`src/rtl/stereo_fs_pkg.sv`:
```
package stereo_fs_pkg;
  typedef struct packed {
    logic [7:0] r;
    logic [7:0] g;
    logic [7:0] b;
  } rgb_t;

  localparam int PIX_W = $bits(rgb_t);
endpackage

```
`src/rtl/fs_raster_timer.sv`:
```
module fs_raster_timer #(
  parameter int H_ACT  = 640,
  parameter int H_FP   = 16,
  parameter int H_SW   = 96,
  parameter int H_BP   = 48,
  parameter int V_ACT  = 480,
  parameter int V_FP   = 10,
  parameter int V_SW   = 2,
  parameter int V_BP   = 33,
  parameter int ADDR_W = $clog2(H_ACT * V_ACT)
) (
  input  logic              clk,
  input  logic              rst_n,
  output logic              active,
  output logic              hsync_on,
  output logic              vsync_on,
  output logic              vs_start,
  output logic [ADDR_W-1:0] pix_addr
);
  localparam int H_TOT   = H_ACT + H_FP + H_SW + H_BP;
  localparam int V_TOT   = V_ACT + V_FP + V_SW + V_BP;
  localparam int HW      = $clog2(H_TOT);
  localparam int VW      = $clog2(V_TOT);
  localparam int PIX_TOT = H_ACT * V_ACT;

  localparam logic [HW-1:0] H_LAST = HW'(H_TOT - 1);
  localparam logic [HW-1:0] H_VIS  = HW'(H_ACT);
  localparam logic [HW-1:0] HS_BEG = HW'(H_ACT + H_FP);
  localparam logic [HW-1:0] HS_END = HW'(H_ACT + H_FP + H_SW);
  localparam logic [VW-1:0] V_LAST = VW'(V_TOT - 1);
  localparam logic [VW-1:0] V_VIS  = VW'(V_ACT);
  localparam logic [VW-1:0] VS_BEG = VW'(V_ACT + V_FP);
  localparam logic [VW-1:0] VS_END = VW'(V_ACT + V_FP + V_SW);
  localparam logic [VW-1:0] VS_PRE = VW'(V_ACT + V_FP - 1);

  logic [HW-1:0] h_cnt;
  logic [VW-1:0] v_cnt;
  logic          line_end;
  logic          frame_end;

  assign line_end  = (h_cnt == H_LAST);
  assign frame_end = line_end && (v_cnt == V_LAST);

  always_ff @(posedge clk or negedge rst_n) begin
    if (!rst_n) begin
      h_cnt <= '0;
      v_cnt <= '0;
    end else if (line_end) begin
      h_cnt <= '0;
      v_cnt <= frame_end ? '0 : v_cnt + 1'b1;
    end else begin
      h_cnt <= h_cnt + 1'b1;
    end
  end

  // Running pixel index replaces a line*width multiply.
  always_ff @(posedge clk or negedge rst_n) begin
    if (!rst_n)         pix_addr <= '0;
    else if (frame_end) pix_addr <= '0;
    else if (active)    pix_addr <= pix_addr + 1'b1;
  end

  assign active   = (h_cnt < H_VIS) && (v_cnt < V_VIS);
  assign hsync_on = (h_cnt >= HS_BEG) && (h_cnt < HS_END);
  assign vsync_on = (v_cnt >= VS_BEG) && (v_cnt < VS_END);
  assign vs_start = line_end && (v_cnt == VS_PRE);

  // column counter stays inside the line and wraps to zero
  a_r2_h_bound: assert property (@(posedge clk) disable iff (!rst_n)
    h_cnt <= H_LAST);
  a_r2_line_wrap: assert property (@(posedge clk) disable iff (!rst_n)
    line_end |=> (h_cnt == '0));
  // every issued address lies inside the frame store
  a_r7_addr_bound: assert property (@(posedge clk) disable iff (!rst_n)
    active |-> (int'(pix_addr) < PIX_TOT));
  a_r7_addr_origin: assert property (@(posedge clk) disable iff (!rst_n)
    (h_cnt == '0 && v_cnt == '0) |-> (pix_addr == '0));
endmodule

```
`src/rtl/fs_eye_toggle.sv`:
```
module fs_eye_toggle (
  input  logic clk,
  input  logic rst_n,
  input  logic vs_start,
  output logic eye_left
);
  always_ff @(posedge clk or negedge rst_n) begin
    if (!rst_n)        eye_left <= 1'b1;
    else if (vs_start) eye_left <= ~eye_left;
  end

  // eye flips only on entry to vertical sync
  a_r5_flip: assert property (@(posedge clk) disable iff (!rst_n)
    vs_start |=> (eye_left != $past(eye_left)));
  a_r5_hold: assert property (@(posedge clk) disable iff (!rst_n)
    !vs_start |=> $stable(eye_left));
endmodule

```
`src/rtl/stereo_fs_out.sv`:
```
module stereo_fs_out
  import stereo_fs_pkg::*;
#(
  parameter int H_ACT  = 640,
  parameter int H_FP   = 16,
  parameter int H_SW   = 96,
  parameter int H_BP   = 48,
  parameter int V_ACT  = 480,
  parameter int V_FP   = 10,
  parameter int V_SW   = 2,
  parameter int V_BP   = 33,
  parameter int ADDR_W = $clog2(H_ACT * V_ACT)
) (
  input  logic              clk,
  input  logic              rst_n,
  output logic [ADDR_W-1:0] rd_addr,
  output logic              left_rd_en,
  output logic              right_rd_en,
  input  logic [PIX_W-1:0]  left_rdata,
  input  logic [PIX_W-1:0]  right_rdata,
  output logic              hsync_n,
  output logic              vsync_n,
  output logic              de,
  output logic [7:0]        red,
  output logic [7:0]        green,
  output logic [7:0]        blue,
  output logic              glasses_left
);
  logic active, hsync_on, vsync_on, vs_start, eye_left;
  rgb_t pix_out;

  fs_raster_timer #(
    .H_ACT(H_ACT), .H_FP(H_FP), .H_SW(H_SW), .H_BP(H_BP),
    .V_ACT(V_ACT), .V_FP(V_FP), .V_SW(V_SW), .V_BP(V_BP),
    .ADDR_W(ADDR_W)
  ) u_timer (
    .clk      (clk),
    .rst_n    (rst_n),
    .active   (active),
    .hsync_on (hsync_on),
    .vsync_on (vsync_on),
    .vs_start (vs_start),
    .pix_addr (rd_addr)
  );

  fs_eye_toggle u_eye (
    .clk      (clk),
    .rst_n    (rst_n),
    .vs_start (vs_start),
    .eye_left (eye_left)
  );

  // Read is issued now; data and timing appear together one clock later.
  assign left_rd_en  = active &&  eye_left;
  assign right_rd_en = active && !eye_left;

  always_ff @(posedge clk or negedge rst_n) begin
    if (!rst_n) begin
      de           <= 1'b0;
      hsync_n      <= 1'b1;
      vsync_n      <= 1'b1;
      glasses_left <= 1'b1;
    end else begin
      de           <= active;
      hsync_n      <= ~hsync_on;
      vsync_n      <= ~vsync_on;
      glasses_left <= eye_left;
    end
  end

  always_comb begin
    pix_out = '0;
    if (de) pix_out = rgb_t'(glasses_left ? left_rdata : right_rdata);
  end

  assign red   = pix_out.r;
  assign green = pix_out.g;
  assign blue  = pix_out.b;

  // at most one store is read, and only in the active area
  a_r7_one_store: assert property (@(posedge clk) disable iff (!rst_n)
    !(left_rd_en && right_rd_en));
  // sync pulses never overlap visible video
  a_r3_sync_blank: assert property (@(posedge clk) disable iff (!rst_n)
    (!hsync_n || !vsync_n) |-> !de);
  // glasses flip exactly where vertical sync falls
  a_r5_glasses_on_vs: assert property (@(posedge clk) disable iff (!rst_n)
    $fell(vsync_n) |-> (glasses_left != $past(glasses_left)));
  a_r5_glasses_only_vs: assert property (@(posedge clk) disable iff (!rst_n)
    (glasses_left != $past(glasses_left)) |-> $fell(vsync_n));
endmodule

```
`config.mk`:
```
export PLATFORM = sky130hd
export DESIGN_NAME = stereo_fs_out
export DESIGN_NICKNAME = d
export VERILOG_FILES = /design/src/rtl/stereo_fs_pkg.sv /design/src/rtl/fs_raster_timer.sv /design/src/rtl/fs_eye_toggle.sv /design/src/rtl/stereo_fs_out.sv
export SDC_FILE = /design/constraint.sdc
export NUM_CORES = 1
export LEC_CHECK = 0
export ABC_AREA = 1
export CORE_UTILIZATION = 55
export CTS_BUF_LIST = sky130_fd_sc_hd__clkbuf_2 sky130_fd_sc_hd__clkbuf_4 sky130_fd_sc_hd__clkbuf_8
export DETAILED_ROUTE_END_ITERATION = 16
export DONT_BUFFER_PORTS = 1
export PLACE_DENSITY_LB_ADDON = 0.2
export SLEW_MARGIN = 20
export SYNTH_ARGS = -nofsm -noshare
export SYNTH_HDL_FRONTEND = slang
export SYNTH_HIERARCHICAL = 1
export SYNTH_SLANG_ARGS = --single-unit
export TNS_END_PERCENT = 20
```
`constraint.sdc`:
```
create_clock -name clk -period 4.8 [get_ports clk]
set_clock_uncertainty 0.1 [all_clocks]
set_input_delay 0.24 -clock clk [delete_from_list [all_inputs] [get_ports clk]]
set_output_delay 0.24 -clock clk [all_outputs]
set_load 0.02 [all_outputs]
```
After elaboration in Yosys (flattened, before gate mapping)
Cells that the tools add are included.
W data, S select, Z words.
{ "classes": {"n_mux": 6, "n_bitwise": 3, "n_eq_ne": 3, "n_reduce_logical": 9, "n_addsub": 3, "order_cmp": 6} }
{ "op_table": {"columns": ["cell", "n"], "rows": [
  ["$mux W24", 2],
  ["$mux W19", 2],
  ["$add A10 B1 Y10 const B", 2],
  ["$eq A10 B10 Y1 const B", 2],
  ["$lt A10 B10 Y1 const B", 2],
  ["$lt A10 B9 Y1 const B", 2],
  ["$mux W10", 2],
  ["$add A19 B1 Y19 const B", 1],
  ["$eq A10 B9 Y1 const B", 1],
  ["$ge A10 B10 Y1 const B", 1],
  ["$ge A10 B9 Y1 const B", 1],
  ["$logic_and A1 B1 Y1", 7],
  ["$not A1 Y1", 3],
  ["$reduce_bool A2 Y1", 1],
  ["$logic_not A1 Y1", 1]
]} }
{ "word_totals": {"wordCells": 38, "out_inout_bits": 49, "regBits": 44, "in_bits": 50} }

Depth between registers and ports, before layout
Gate-level depths: netlist of the first run.
{ "logic_depth": {"depth_word": 4, "mapped_depth": 10, "mapped_depth_nobuf": 9} }

Cells and area by module
The synthesis of the first run kept the hierarchy.
{ "by_module_without_submodules": {"columns": ["mod", "instances", "cells_per_inst", "seq_area_each_um2", "area_each_um2"], "rows": [
  ["fs_raster_timer", 1, 334, 975.9, 2446.1],
  ["stereo_fs_out", 1, 137, 103.8, 626.9],
  ["fs_eye_toggle", 1, 6, 26.3, 45.0]
]} }

Least setup slack after synthesis of the first run
Ideal clock, no wire load.
{ "synth_timing": {"path_type": "reg-to-output", "startpoint": "register u_timer.h_cnt[7]", "endpoint": "output port right_rd_en", "slack_ps": 3155, "n_path_buf": 1, "required_time_ps": 4460, "arrival_ps": 1305, "stages_incl_launch_ff": 7, "cell_sequence": "dfrtp_1 > nand2_1 > nand3_1 > nor2_4 > buf_4 > inv_1 > nor2_1"} }
{ "synth_between": {"elab_chain_len": 3} }
{ "synth_rtl": {"columns": ["item", "line", "source"], "rows": [
  ["start: declaration", "fs_raster_timer.sv:36", "logic [HW-1:0] h_cnt;"],
  ["start signal: assignment", "fs_raster_timer.sv:52", "h_cnt <= h_cnt + 1'b1;"],
  ["$lt A10 B10 Y1", "fs_raster_timer.sv:63", "assign active = (h_cnt < H_VIS) && (v_cnt < V_VIS);"],
  ["$logic_and A1 B1 Y1", "fs_raster_timer.sv:63", null],
  ["net active", "stereo_fs_out.sv:29", "logic active, hsync_on, vsync_on, vs_start, eye_left;"],
  ["$logic_and A1 B1 Y1", "stereo_fs_out.sv:55", "assign right_rd_en = active && !eye_left;"],
  ["end: declaration", "stereo_fs_out.sv:18", "output logic right_rd_en,"]
]} }
The timed path passes the listed nets, and every way through them passes these cells.

Worst setup path after layout of the first run
Same ends and word-level chain as after synthesis.

==> results of run 1 <==
sequential cells by signal, summed over array words and instances (netlist names):
signal	flops
u_timer/h_cnt	10
vsync_n	1
u_eye/eye_left	1
de	1
hsync_n	1
glasses_left	1
u_timer/pix_addr	19
u_timer/v_cnt	10
final timing paths:
check / to / slack (ns) / startpoint
setup / recovery: right_rd_en / 2.58 / u_timer/h_cnt[7]
hold / removal: glasses_left / 0.29 / u_eye/eye_left
setup reg to reg: u_timer/pix_addr[18] / 2.91 / u_timer/pix_addr[0]
hold reg to reg: glasses_left / 0.29 / u_eye/eye_left
max in group asynchronous: vsync_n / 3.99 / rst_n
min in group asynchronous: u_timer/pix_addr[11] / 0.33 / rst_n
routing by layer:
metal  GRT usage [%]  vias to the layer above  wire (um)
li1                -                     1444          -
met1            28.9                     1282       3080
met3            4.17                        5        302
met5               0                        -          0
met2            38.0                       75       3040
met4            6.98                        0         51
what timing repair did:
| action | CTS | global route |
|---|---|---|
| setup buffers | 0 | 0 |
| hold buffers | 2 | 0 |
| endpoints found under the hold margin | 44 | 0 |
| gates resized for setup | 0 | 0 |
cell usage after synthesis:
| master | count | area (um^2) |
|---|---|---|
| nand3_2 | 3 | 30.0 |
| buf_2 | 4 | 20.0 |
| buf_12 | 1 | 20.0 |
| o21ai_0 | 2 | 10.0 |
| nand4_1 | 12 | 75.1 |
| inv_2 | 2 | 7.51 |
| dfstp_2 | 4 | 105 |
| nor2_4 | 4 | 45.0 |
| nor3_1 | 5 | 25.0 |
| nand4_2 | 1 | 12.5 |
| a21o_1 | 1 | 7.51 |
| nor4_1 | 2 | 12.5 |
| buf_6 | 6 | 67.6 |
| nand3_1 | 38 | 190 |
| a21oi_1 | 8 | 40.0 |
| o21ai_1 | 2 | 10.0 |
| dfrtp_1 | 40 | 1000 |
| nand2_4 | 1 | 11.3 |
| inv_1 | 80 | 300 |
| xor2_1 | 2 | 17.5 |
| nand2_1 | 132 | 495 |
| nor2_8 | 1 | 20.0 |
| o211ai_1 | 1 | 7.51 |
| nor2_2 | 3 | 18.8 |
| nor2_1 | 102 | 383 |
| xnor2_1 | 2 | 17.5 |
| or2_2 | 2 | 12.5 |
| a21oi_2 | 3 | 26.3 |
| a22oi_1 | 1 | 7.51 |
| buf_4 | 2 | 15.0 |
| ha_1 | 6 | 75.1 |
| o211ai_2 | 1 | 12.5 |
| nand2_2 | 3 | 18.8 |
kinds of logic after synthesis:
| group | share of synthesized area, % |
|---|---|
| flops | 35.5 |
| compound gates | 3.89 |
| simple gates | 43.3 |
| buf+inv | 13.8 |
| xor+xnor | 1.12 |
| fa+ha+maj | 2.41 |
final cells by class:
cell class	instances	area [um^2]
inverters	82	308
flip-flops and latches	44	1110
repair buffers	2	37.5
fillers	521	2260
well taps	72	90.1
clock inverters	2	10.0
clock buffers	6	82.6
multi-input cells	338	1580
worst max-delay path, delay by kind of cell, from the launching register on:
kind | cells | cell delay, ns
AND/OR/NAND/NOR | 4 | 1.06
flip-flops | 1 | 0.45
buffers and inverters | 1 | 0.08
metrics by stage:
stage | hold WS [ns] | instance area, um^2 | cells | utilization, % | power, W
finish | 0.294 | 3220 | 546 | 58.8 | 0.000653
floorplan | -0.156 | 3120 | 477 | - | 0.000405
global route | 0.305 | 3220 | 546 | 58.8 | 0.000678
CTS | 0.296 | 3220 | 546 | 58.8 | 0.000663
global placement | -0.155 | 3090 | 536 | 56.4 | 0.000407
detailed placement | -0.155 | 3090 | 536 | 56.4 | 0.000407
power groups by stage:
| stage | clock network [W] | registers (W) | logic, W |
|---|---|---|---|
| after floorplan | 0 | 0.000378 | 0.0000267 |
| after global placement | 0 | 0.000378 | 0.0000287 |
| after detailed placement | 0 | 0.000378 | 0.0000288 |
| after CTS | 0.000252 | 0.000370 | 0.0000400 |
| after global routing | 0.000264 | 0.000371 | 0.0000433 |
| final | 0.000243 | 0.000370 | 0.0000390 |
==> Implementation_results.wiki, run 1 <==
{| class="wikitable"
! Metric !! Value
|-
| Cell chain of the critical path || nand2_1 -> nand3_1 -> nor2_4 -> inv_1 -> nor2_1
|-
| Source-to-sink clock delay at the later pin of the worst-skew pair || 0.30 ns
|-
| Cell count after synthesis || 477
|-
| Total power per unit cell area || about 200 mW/mm^2
|-
| Count of synthesis-stage warnings from yosys || 6
|-
| Total wire length || 6460 um
|-
| Count of state elements after synthesis || 44
|-
| Worst-case setup margin in the final layout || 2.58 ns
|-
| Sort of element at the start of the critical path || register
|-
| Number of global-route vias before repair || approximately 2500
|-
| Drt wl/cell || 11.8 um
|-
| Share of synthesized area occupied by flip-flops and latches || 35.5%
|-
| GRT Residual Overflow || 0
|-
| Gate power share || 6.0%
|-
| Clock share of power || a little under two fifths
|-
| Final antenna diode count || 0
|-
| Net switching power || 0.000158 W
|-
| Class of the most critical hold timing path || reg -> reg
|-
| Tcrit/Tclk final || 46.3%
|-
| Total Die Area || 0.00597 mm^2
|-
| Pin count of the biggest net entering global routing || 50
|-
| Placeable core region || 0.00547 mm^2
|-
| Arrival time of the worst setup path || 1.88 ns
|-
| Synth Cell Area || 0.00312 mm^2
|-
| Maximum number of buffers from clock root to sink || 2
|-
| Max-Slew Margin vs Limit || between 40% and 50%
|-
| R2R cell count || 9
|-
| Final Hold Viols || 0
|-
| Share of cells above drive strength 1 || 7.81%
|-
| Slowest Stage Delay on Critical Path || 0.49 ns
|-
| All-Layer GR Usage || 22.5%
|-
| Internal power || 0.000495 W
|-
| Max-slew violation count || 0
|-
| Port-buffer cells || 0
|-
| DRC viols || 0
|-
| Upper clock frequency limit || ~450 MHz
|-
| TritonCTS clock tree || yes
|-
| Die Wd || ~77 um
|-
| Post-synth net total || 533
|-
| Final estimated routing congestion in global placement || 0.825
|-
| Setup-violating endpoint count in the final report || 0
|-
| Switching share of power || 24.2%
|-
| Max VDD drop || 0.184 mV
|-
| Total negative setup slack || 0 ns
|-
| Total CTS buffers || 5
|-
| Highest net fanout along the worst path || 30
|-
| Area overhead of the layout relative to synthesis || 3.13%
|-
| First drt pass iteration count || 4
|-
| Starting Density || 57.0%
|-
| Maximum capacitance violations || 0
|-
| Static power due to leakage || 1.86 nW
|-
| Most frequent cells in the layout || nand2_1, nor2_1, inv_1
|-
| Vias per cell || about 5.1
|-
| Hold-critical path depth || 0
|-
| # rows || 27
|-
| CP endpoint kind || output port
|-
| Transition time of the tightest slew-check pin || 0.859 ns
|-
| DIE HEIGHT || 77.3 um
|-
| Remaining number of nets flagged by the antenna check after routing || 0
|-
| Setup repair after global routing missed its margin || no
|-
| Most common library cell in the layout ignoring fill and taps || nand2_1
|-
| Slowest stage cell, crit path || nor2_4
|-
| Worst Setup Path Type || reg -> out
|-
| Number of nets in the layout || 529
|-
| Clock tree root driver cell || clkbuf_8
|-
| Run status || finished, final reports clean
|-
| Post-placement setup slack || 2.88 ns
|-
| Initial antenna violation count || 0
|-
| Worst-path clk slew || 0.08 ns
|-
| Worst path required time || roughly 4.5 ns
|-
| First-pass GRT wire length || 10900 um
|-
| H-tree lvl count || 2
|-
| Avg Cell Area, Syn || 6.54 um^2
|-
| Distinct cell type count of the synthesized netlist || 33
|-
| Placed wire-length estimate || 4730 um
|-
| Fin crit period || 2.22 ns
|-
| Total number of vias || ~2800
|-
| IO Pins || 99
|-
| Part of the power in registers || 56.8%
|-
| Number of design-rule violations left by the first detailed-router iteration || 183
|-
| Clk sink count || 44
|}
No activity file was read; power rests on OpenSTA's default activity.
==> run 2: changes to the inputs <==
Clock period 4.8 ns to 2.2 ns, I/O delays scaled along.
==> run 2 against run 1 <==
  * Critical path depth fell by 2
  * Sequential power rose by 120%
  * Flip-flop and latch count did not move
==> Implementation_results.wiki, run 2 (same netlist as run 1, synthesis figures left out) <==
{| class="wikitable"
! Metric !! Value
|-
| Area overhead of the layout relative to synthesis || 5.38%
|-
| Initial antenna violation count || 0 (unchanged)
|-
| Sequential cell area || 0.00111 mm^2 (unchanged)
|-
| DIE HEIGHT || 77.3 um (unchanged)
|-
| Port-buffer cells || 0 (unchanged)
|-
| Worst path required time || 1.99 ns (-2.47 ns)
|-
| Number of design-rule violations left by the first detailed-router iteration || 169 (-7.7%)
|-
| Run status || finished, final reports clean
|-
| Gate power share || 5.9% (about the same)
|-
| Post-place instance area || 0.00315 mm^2 (+2.1%)
|-
| Net switching power || 0.000332 W (+110%)
|-
| Pin count of the biggest net entering global routing || 45 (-10%)
|-
| Arrival time of the worst setup path || 1.69 ns (-0.19 ns)
|-
| Transition time of the tightest slew-check pin || 0.721 ns (-0.138 ns)
|-
| Routed length on met2 || 3110 um (+2.5%)
|-
| Vias per cell || 5.14 (about the same)
|-
| Total number of vias || 2843 (+1.3%)
|-
| Bufs and invs on worst path || 1 (unchanged)
|-
| Total wire length || 6560 um (+1.5%)
|-
| Final estimated routing congestion in global placement || 0.841 (+1.9%)
|-
| Sort of element at the start of the critical path || register
|-
| Most common library cell in the layout ignoring fill and taps || nand2_1
|-
| Max VDD drop || 0.331 mV (+80%)
|-
| Tcrit/Tclk final || 86.2%
|-
| Die Wd || 77.3 um (unchanged)
|-
| Remaining number of nets flagged by the antenna check after routing || 0 (unchanged)
|-
| H-tree lvl count || 2 (unchanged)
|-
| Met3 routed WL || 341 um (+13%)
|-
| Number of nets in the layout || 536 (+1.3%)
|-
| DRC viols || 0 (unchanged)
|-
| Routed length on met1 || 3060 um (-0.46%)
|-
| Slowest Stage Delay on Critical Path || 0.77 ns (+0.28 ns)
|-
| Area used by multi-input combinational logic || 0.00158 mm^2 (unchanged)
|-
| Placeable core region || 0.00547 mm^2 (unchanged)
|-
| Worst-case setup margin in the final layout || 0.303 ns (-2.27 ns)
|-
| GRT Residual Overflow || 0 (unchanged)
|-
| Switching share of power || 23.0% (-1.1 points)
|-
| First drt pass iteration count || 5 (+1)
|-
| Clock share of power || 38.0% (+0.7 points)
|-
| Number of flip-flops in the largest register || 19 (unchanged)
|-
| Total negative setup slack || 0 ns (unchanged)
|-
| Upper clock frequency limit || 527 MHz
|-
| Clk sink count || 44 (unchanged)
|-
| CP endpoint kind || output port
|-
| Post-placement setup slack || 0.440 ns (-2.44 ns)
|-
| Clock tree root driver cell || clkbuf_8
|-
| Top reg by flops || u_timer/pix_addr
|-
| Drt wl/cell || 11.9 um (+0.22%)
|-
| Placed wire-length estimate || 4810 um (+1.7%)
|-
| First-pass GRT wire length || 11300 um (+3.3%)
|-
| Setup-violating endpoint count in the final report || 0 (unchanged)
|-
| Maximum capacitance violations || 0 (unchanged)
|-
| Fin crit period || 1.90 ns
|-
| Cell chain of the critical path || buf_12 -> nor2_1 -> nor2_1
|-
| Internal power || 0.00111 W (+120%)
|-
| Gate family responsible for the most delay along the worst path || flip-flops
|-
| Setup repair after global routing missed its margin || no
|-
| Final Hold Viols || 0 (unchanged)
|-
| Max-slew violation count || 0 (unchanged)
|-
| Share of cells above drive strength 1 || 9.15% (+1.3 points)
|-
| Max-Slew Margin vs Limit || 51.9% (+9.2 points)
|-
| # rows || 27 (unchanged)
|-
| Source-to-sink clock delay at the later pin of the worst-skew pair || 0.30 ns (about the same)
|-
| All-Layer GR Usage || 23.3% (+0.83 points)
|-
| Total power per unit cell area || 439 mW/mm^2 (+120%)
|-
| Largest registers || u_timer/pix_addr x19, u_timer/h_cnt x10, u_timer/v_cnt x10
|-
| Total CTS buffers || 5 (unchanged)
|-
| Maximum number of buffers from clock root to sink || 2 (unchanged)
|-
| Final antenna diode count || 0 (unchanged)
|-
| Highest routed layer || met4
|-
| Setup Fix Bufs, Post-CTS || 0 (unchanged)
|-
| Static power due to leakage || 1.90 nW (+1.9%)
|-
| Fill cell total of the finished layout || 515 (-1.2%)
|-
| R2R cell count || 9 (unchanged)
|-
| Most frequent cells in the layout || nand2_1, nor2_1, inv_1
|-
| TritonCTS clock tree || yes
|-
| IO Pins || 99 (unchanged)
|-
| Logic depth of the worst setup path including buffers || 3 (-2)
|-
| Area of all placed cells without fillers || 0.00329 mm^2 (+2.2%)
|-
| Class of the most critical hold timing path || in -> async
|-
| Part of the power in registers || 56.1% (-0.7 points)
|-
| Total Die Area || 0.00597 mm^2 (unchanged)
|-
| Worst hold margin || 0.192 ns (-0.102 ns)
|-
| Cell occurring most often along the worst timing path || nor2_1
|-
| Slowest stage cell, crit path || dfstp_2
|-
| Worst Setup Path Type || reg -> out
|-
| Highest net fanout along the worst path || 28 (-6.7%)
|-
| Worst-path clk slew || 0.09 ns (about the same)
|-
| Number of global-route vias before repair || 2545 (+1.2%)
|-
| Starting Density || 57.0% (unchanged)
|}
## run 2: changes by cell type in the layout (fill, tap and decap cells not counted)
cell	delta
buf_4	+6
clkbuf_4	+2
clkinv_2	-2
buf_12	+1
## run 2: worst register-to-register path: stages, from the launching register on
cell     delay, ns
dfrtp_1       0.52
ha_1          0.24
nand2_1       0.09
nor2_4        0.18
nand2_1       0.10
nor2_2        0.16
nand3_1       0.13
nand2_1       0.08
nand2_1       0.05
nor2_1        0.09
## run 2: layout make-up
type / count / share of cell area [%]
well taps: 72 / 2.74
clock buffers: 8 / 2.97
repair buffers: 9 / 3.12
flip-flops and latches: 44 / 33.7
multi-input cells: 338 / 48.1
inverters: 82 / 9.37
## run 2: worst paths after layout
kind,start,end,slack (ns)
setup / recovery,glasses_left,blue[3],0.30
hold / removal,rst_n,u_timer/pix_addr[8],0.19
setup reg to reg,u_timer/pix_addr[1],u_timer/pix_addr[18],0.39
hold reg to reg,u_eye/eye_left,glasses_left,0.30
max in group asynchronous,rst_n,u_eye/eye_left,1.51
min in group clk,u_eye/eye_left,glasses_left,0.30
## run 2: routing by layer
metal | GRT usage (%) | vias up
li1 | - | 1454
met1 | 29.2 | 1297
met2 | 41.2 | 86
met3 | 4.17 | 6
met4 | 5.28 | 0
met5 | 0 | -
## run 2: stage by stage
step / total power, W / utilization [%] / cells
2_1_floorplan: 0.000883 / - / 477
3_3_place_gp: 0.000887 / 57.6 / 543
3_5_place_dp: 0.000887 / 57.6 / 543
4_1_cts: 0.00146 / 60.0 / 553
5_1_grt: 0.00150 / 60.0 / 553
6_report: 0.00144 / 60.0 / 553
## run 2: power by group through the flow
| stage | logic (W) | clock network (W) | registers [W] |
|---|---|---|---|
| 4_1_cts | 0.0000872 | 0.000568 | 0.000808 |
| 3_5_place_dp | 0.0000631 | 0 | 0.000824 |
| 5_1_grt | 0.0000952 | 0.000597 | 0.000808 |
| 3_3_place_gp | 0.0000629 | 0 | 0.000824 |
| 2_1_floorplan | 0.0000582 | 0 | 0.000824 |
| 6_report | 0.0000856 | 0.000548 | 0.000808 |
## run 2: repair_timing
| action | in CTS | in global routing |
|---|---|---|
| resized for setup | 0 | 0 |
| endpoints found under the hold margin | 44 | 0 |
| hold buffers | 2 | 0 |
